$ cat src/rtl/slot_arb_pkg.sv
package slot_arb_pkg;
  localparam int unsigned SLOT_LEN = 4;
  localparam int unsigned PH_W     = $clog2(SLOT_LEN);
  localparam int unsigned MEM_LEN  = SLOT_LEN / 2;

  typedef enum logic [1:0] {
    ACC_IDLE,
    ACC_MEM,
    ACC_DEV
  } acc_state_e;
endpackage

$ cat src/rtl/slot_timer.sv
module slot_timer
  import slot_arb_pkg::*;
(
  input  logic clk_i,
  input  logic rst_ni,
  input  logic phase_sel_i,
  output logic cpu_slot_o,
  output logic vid_fetch_o
);
  logic [PH_W-1:0] phase_q;
  logic [PH_W-1:0] cpu_ph;
  logic [PH_W-1:0] vid_ph;

  always_ff @(posedge clk_i or negedge rst_ni) begin
    if (!rst_ni) phase_q <= '0;
    else         phase_q <= phase_q + 1'b1;
  end

  // strap selects which half of the period is the CPU's
  assign cpu_ph = {phase_sel_i, {(PH_W-1){1'b0}}};
  assign vid_ph = cpu_ph + PH_W'(SLOT_LEN - 1);

  assign cpu_slot_o  = (phase_q == cpu_ph);
  assign vid_fetch_o = (phase_q == vid_ph);

  p_vid_single_r3: assert property (@(posedge clk_i) disable iff (!rst_ni)
    vid_fetch_o |=> !vid_fetch_o);
  p_slot_single_r2: assert property (@(posedge clk_i) disable iff (!rst_ni)
    cpu_slot_o |=> !cpu_slot_o);
  p_strap_stable_r2: assert property (@(posedge clk_i) disable iff (!rst_ni)
    $stable(phase_sel_i));
endmodule

$ cat src/rtl/access_ctl.sv
module access_ctl
  import slot_arb_pkg::*;
#(
  parameter int unsigned    AW        = 16,
  parameter logic [AW-1:0]  SLOW_BASE = 16'hC000
) (
  input  logic          clk_i,
  input  logic          rst_ni,
  input  logic          cpu_slot_i,
  input  logic          req_i,
  input  logic [AW-1:0] addr_i,
  input  logic          we_i,
  input  logic          dev_rdy_i,
  output logic          ack_o,
  output logic          cpu_mem_o,
  output logic          dev_sel_o,
  output logic [AW-1:0] bus_addr_o,
  output logic          bus_we_o
);
  localparam logic [PH_W-1:0] LAST_CNT = PH_W'(SLOT_LEN - 1);
  localparam logic [PH_W-1:0] MEM_CNT  = PH_W'(MEM_LEN);

  acc_state_e      state_q;
  logic [PH_W-1:0] cnt_q;
  logic [AW-1:0]   addr_q;
  logic            we_q;

  logic is_dev, done, free, start_mem, start_dev;

  assign is_dev    = (addr_i >= SLOW_BASE);
  assign done      = (state_q != ACC_IDLE) && (cnt_q == LAST_CNT) &&
                     ((state_q == ACC_MEM) || dev_rdy_i);
  assign free      = (state_q == ACC_IDLE) || done;
  assign start_mem = free && req_i && !is_dev && cpu_slot_i;
  // slow device ignores the slot grid
  assign start_dev = free && req_i && is_dev;

  always_ff @(posedge clk_i or negedge rst_ni) begin
    if (!rst_ni) begin
      state_q <= ACC_IDLE;
      cnt_q   <= '0;
      addr_q  <= '0;
      we_q    <= 1'b0;
    end else if (start_mem || start_dev) begin
      state_q <= start_mem ? ACC_MEM : ACC_DEV;
      cnt_q   <= '0;
      addr_q  <= addr_i;
      we_q    <= we_i;
    end else if (done) begin
      state_q <= ACC_IDLE;
      cnt_q   <= '0;
    end else if ((state_q != ACC_IDLE) && (cnt_q != LAST_CNT)) begin
      cnt_q <= cnt_q + 1'b1;
    end
  end

  assign ack_o      = done;
  assign cpu_mem_o  = (state_q == ACC_MEM) && (cnt_q < MEM_CNT);
  assign dev_sel_o  = (state_q == ACC_DEV);
  assign bus_addr_o = addr_q;
  assign bus_we_o   = we_q;

  p_ack_pulse_r6: assert property (@(posedge clk_i) disable iff (!rst_ni)
    ack_o |=> !ack_o);
  p_mem_aligned_r4: assert property (@(posedge clk_i) disable iff (!rst_ni)
    (ack_o && !dev_sel_o) |-> $past(cpu_slot_i, 4));
  p_mem_window_r5: assert property (@(posedge clk_i) disable iff (!rst_ni)
    $rose(cpu_mem_o) |=> cpu_mem_o);
  p_dev_min_r8: assert property (@(posedge clk_i) disable iff (!rst_ni)
    $rose(dev_sel_o) |=> !ack_o);
endmodule

$ cat src/rtl/slot_bus_arbiter.sv
module slot_bus_arbiter
  import slot_arb_pkg::*;
#(
  parameter int unsigned   AW        = 16,
  parameter logic [AW-1:0] SLOW_BASE = 16'hC000
) (
  input  logic          clk_i,
  input  logic          rst_ni,
  input  logic          phase_sel_i,
  input  logic          cpu_req_i,
  input  logic [AW-1:0] cpu_addr_i,
  input  logic          cpu_we_i,
  input  logic          dev_rdy_i,
  output logic          cpu_ack_o,
  output logic          vid_fetch_o,
  output logic          cpu_mem_o,
  output logic          dev_sel_o,
  output logic [AW-1:0] bus_addr_o,
  output logic          bus_we_o
);
  logic cpu_slot;

  slot_timer u_timer (
    .clk_i       (clk_i),
    .rst_ni      (rst_ni),
    .phase_sel_i (phase_sel_i),
    .cpu_slot_o  (cpu_slot),
    .vid_fetch_o (vid_fetch_o)
  );

  access_ctl #(
    .AW        (AW),
    .SLOW_BASE (SLOW_BASE)
  ) u_acc (
    .clk_i      (clk_i),
    .rst_ni     (rst_ni),
    .cpu_slot_i (cpu_slot),
    .req_i      (cpu_req_i),
    .addr_i     (cpu_addr_i),
    .we_i       (cpu_we_i),
    .dev_rdy_i  (dev_rdy_i),
    .ack_o      (cpu_ack_o),
    .cpu_mem_o  (cpu_mem_o),
    .dev_sel_o  (dev_sel_o),
    .bus_addr_o (bus_addr_o),
    .bus_we_o   (bus_we_o)
  );

  p_no_overlap_r5: assert property (@(posedge clk_i) disable iff (!rst_ni)
    !(cpu_mem_o && vid_fetch_o));
  p_vid_after_slot_r3: assert property (@(posedge clk_i) disable iff (!rst_ni)
    vid_fetch_o |-> !cpu_slot);
endmodule

$ cat config.mk
export PLATFORM = sky130hd
export DESIGN_NAME = slot_bus_arbiter
export DESIGN_NICKNAME = d
export VERILOG_FILES = /design/src/rtl/slot_arb_pkg.sv /design/src/rtl/slot_timer.sv /design/src/rtl/access_ctl.sv /design/src/rtl/slot_bus_arbiter.sv
export SDC_FILE = /design/constraint.sdc
export NUM_CORES = 1
export LEC_CHECK = 0
export BUFFER_PORTS_ARGS = -buffer_cell sky130_fd_sc_hd__buf_4
export CORE_ASPECT_RATIO = 0.6
export CORE_MARGIN = 2
export CORE_UTILIZATION = 35
export DETAILED_ROUTE_END_ITERATION = 16
export PLACE_DENSITY = 0.7
export SYNTH_ARGS = -nofsm -noshare
export SYNTH_HDL_FRONTEND = slang
export SYNTH_SLANG_ARGS = --single-unit
$ cat constraint.sdc
create_clock -name clk_i -period 3.9 [get_ports clk_i]
set_input_delay 0.195 -clock clk_i [delete_from_list [all_inputs] [get_ports clk_i]]
set_output_delay 0.195 -clock clk_i [all_outputs]
set_load 0.02 [all_outputs]
==> results.sh <==
export IMPL_total_leakage_power_nw=0.732
export IMPL_ys_seq_elements=23
export IMPL_muxShareOfSynthArea_pct=20.4
export IMPL_antenna_found_initial=0
export IMPL_synthCells=78
export IMPL_nets=148
export IMPL_synth_area_leaders="dfrtp_1 (55%), mux2_4 (13%), mux2_1 (3.2%)"
export IMPL_ys_flop_type="dfrtp_1"
export IMPL_post_route_period_util_pct=46.5
export IMPL_slowest_stage="dfrtp_1"
export IMPL_synth_cell_type_count=28
export IMPL_worstSetupPathType="reg -> reg"
export IMPL_layout_drive_gt1_share_pct=49.2
export IMPL_cts_buffers=3
export IMPL_syn_avg_cell_area_um2=13.4
export IMPL_initial_core_util_pct=36.5
export IMPL_crit_chain="ha_1 > nor2b_1 > o21ai_4 > nand2_4 > mux2_2"
export IMPL_synthSimpleGateAreaFrac_pct=10.1
export IMPL_cts_hold_buf=1
export IMPL_vdd_drop_max_uv=430
export IMPL_ios=43
export IMPL_hpwl_mm=1.63
export IMPL_cp_max_fo=16
export IMPL_die_area_um2=3440
export IMPL_first_pass_iters=4
export IMPL_grt_overflow=0
export IMPL_clkTransAtPathRegs_ns=0.08
export IMPL_synthXorXnorAreaFrac_pct=1.68
export IMPL_syn2layout_area_growth_pct=39.9
export IMPL_synthTopCellsByCount="dfrtp_1 (23), mux2_4 (9), nand2_1 (6), nor2_1 (6)"
export IMPL_cp_start_kind="flop"
export IMPL_area_sequential_um2=576
export IMPL_crit_buf_inv=0
export IMPL_synth_compound_area_share_pct=9.60
export IMPL_power_mw=1.14
export IMPL_hold_class="in -> reg"
export IMPL_syn_nets=101
export IMPL_synth_top_family_by_area="multiplexers"
export IMPL_grt_pass1_wl_mm=3.33
export IMPL_root_buffer="clkbuf_8"
export IMPL_cp_data_required_time_ns=4.05
export IMPL_synth_top_area_share_pct=55.2
export IMPL_whs_ns=0.143
export IMPL_htree_levels=1
export IMPL_routed_via_density=4.41
export IMPL_antennaDiodeCount=0
export IMPL_wirelength_mm=2.08
export IMPL_drcViolationCount=0
export IMPL_cts_repair_resized=0
export IMPL_synth_area_um2=1040
export IMPL_avgRoutedWirePerCell_um=12.5
export IMPL_fin_util_pct=51.1
export IMPL_drt_antenna_violating_nets=0
export IMPL_cp_end_kind="flop"
export IMPL_fp_coreArea_um2=2850
export IMPL_routed_via_count=732
export IMPL_final_min_clock_period_ns=1.81
export IMPL_cts_tree="done"
export IMPL_worst_slew_pin_slew_ns=0.289
export IMPL_clock_skew_final_ns=0.00799
export IMPL_powerDensity_nw_per_um2=785
export IMPL_ys_warn_count=0
export IMPL_numClockSinks=23
export IMPL_die_x_um=74.5
export IMPL_synthArstFlopShare_pct=100
export IMPL_io_buffers=42
export IMPL_clk_path_buf_depth=2
export IMPL_dpl_instance_area_um2=1400
export IMPL_multi_input_area_um2=448
export IMPL_post_synth_top_count_cell="dfrtp_1"
export IMPL_cp_arrival_ns=1.97
export IMPL_yosysTopAreaCell="dfrtp_1"
export IMPL_slowest_delay_ns=0.42
export IMPL_fin_area_um2=1460
export IMPL_tns_ns=0
export IMPL_fillers=261
export IMPL_rsz0062_at_grt="no"
export IMPL_insertion_delay_ns=0.26
export IMPL_maxSlewHeadroom_pct=80.8
export IMPL_synth_fa_ha_area_share_pct=1.20
export IMPL_fmax_mhz=552
export IMPL_synth_edf_count=0
export IMPL_finalHoldViolations=0
export IMPL_rows=15
export IMPL_synth_seq_area_share_pct=55.2
export IMPL_max_cap_viol_count=0
export IMPL_grt_start_max_net_pins=24
export IMPL_status="completed"
export IMPL_drtIter0Drc=17
export IMPL_grtUsageTotal_pct=13.4
export IMPL_setup_viol=0
export IMPL_cpLargestDelayFamily="simple AND/OR/NAND/NOR gates"
export IMPL_dieHeight_um=46.3
export IMPL_gp_congestion=0.777
export IMPL_slew_viol_final=0
export IMPL_cts_setup_buffers=0
export IMPL_grt_pass1_vias=720
cells in the final DEF (no fill, tap or decap), types with 3 or more instances in the layout:
cell / Yosys / layout
mux2_4: 9 / 9
mux2_1: 3 / 3
mux2_2: 3 / 3
buf_4: 0 / 42
dfrtp_1: 23 / 23
nor2_1: 6 / 6
clkbuf_8: 0 / 3
nand2b_1: 3 / 3
nand2_1: 6 / 6
metal layers:
layer | vias up | global-route usage [%] | routed length (um) | part of all wire, %
met5 | - | 0 | 0 | 0
met4 | 0 | 3.21 | 0 | 0
met3 | 0 | 7.00 | 208 | 10
met2 | 27 | 20.0 | 891 | 43
met1 | 343 | 17.2 | 982 | 47
li1 | 362 | - | - | -
report_power, final:
| part | leakage [nW] | total, mW | internal, mW | switching (mW) |
|---|---|---|---|---|
| Clock | 0.0217 | 0.147 | 0.0721 | 0.0746 |
| Sequential | 0.273 | 0.429 | 0.350 | 0.0792 |
| Combinational | 0.438 | 0.568 | 0.292 | 0.276 |
| Total | 0.732 | 1.14 | 0.714 | 0.430 |
logic make-up (layout without fill, tap and decap cells):
group                      after synthesis  in the layout
adders and majority gates                1              1
xor gates and xnor gates                 2              2
AOI/OAI and AO/OA                       12             12
DFF                                     23             23
buffers and inverters                    3             49
and+or+nand+nor                         21             21
muxes                                   16             16
metrics by stage:
step	std cells	setup slack [ns]
after floorplan	78	2.25
after global placement	161	2.20
after detailed placement	161	2.09
after CTS	166	2.08
after global routing	166	2.01
final	166	2.09
path summary, 6_finish.rpt:
check                                             startpoint                              end  slack [ns]  cells past startpoint
worst min register to register  u_timer.phase_q[1]$_DFF_PN0_     u_timer.phase_q[1]$_DFF_PN0_        0.49                      1
min in group asynchronous                             rst_ni       u_acc.bus_we_o$_DFFE_PN0P_        0.34                      2
worst max register to register    u_acc.cnt_q[0]$_DFFE_PN0P_  u_acc.bus_addr_o[3]$_DFFE_PN0P_        2.09                      5
max in group asynchronous                             rst_ni     u_acc.state_q[0]$_DFFE_PN0P_        3.32                      2
worst min-delay path                           cpu_addr_i[8]  u_acc.bus_addr_o[8]$_DFFE_PN0P_        0.14                      2
worst max-delay path              u_acc.cnt_q[0]$_DFFE_PN0P_  u_acc.bus_addr_o[3]$_DFFE_PN0P_        2.09                      5
layout make-up:
| class | instances | area share (%) |
|---|---|---|
| multi-input combinational | 52 | 30.7 |
| clock inverter | 1 | 0.515 |
| inverter | 2 | 0.515 |
| tap | 42 | 3.61 |
| sequential | 23 | 39.5 |
| timing repair buffer | 43 | 22.3 |
| clock buffer | 3 | 2.83 |
flip-flops by register name (all words and copies together), names as in the netlist:
| register | count |
|---|---|
| u_acc.state_q | 2 |
| u_acc.bus_we_o | 1 |
| u_timer.phase_q | 2 |
| u_acc.bus_addr_o | 16 |
| u_acc.cnt_q | 2 |
(Power assumes the default switching activity.)
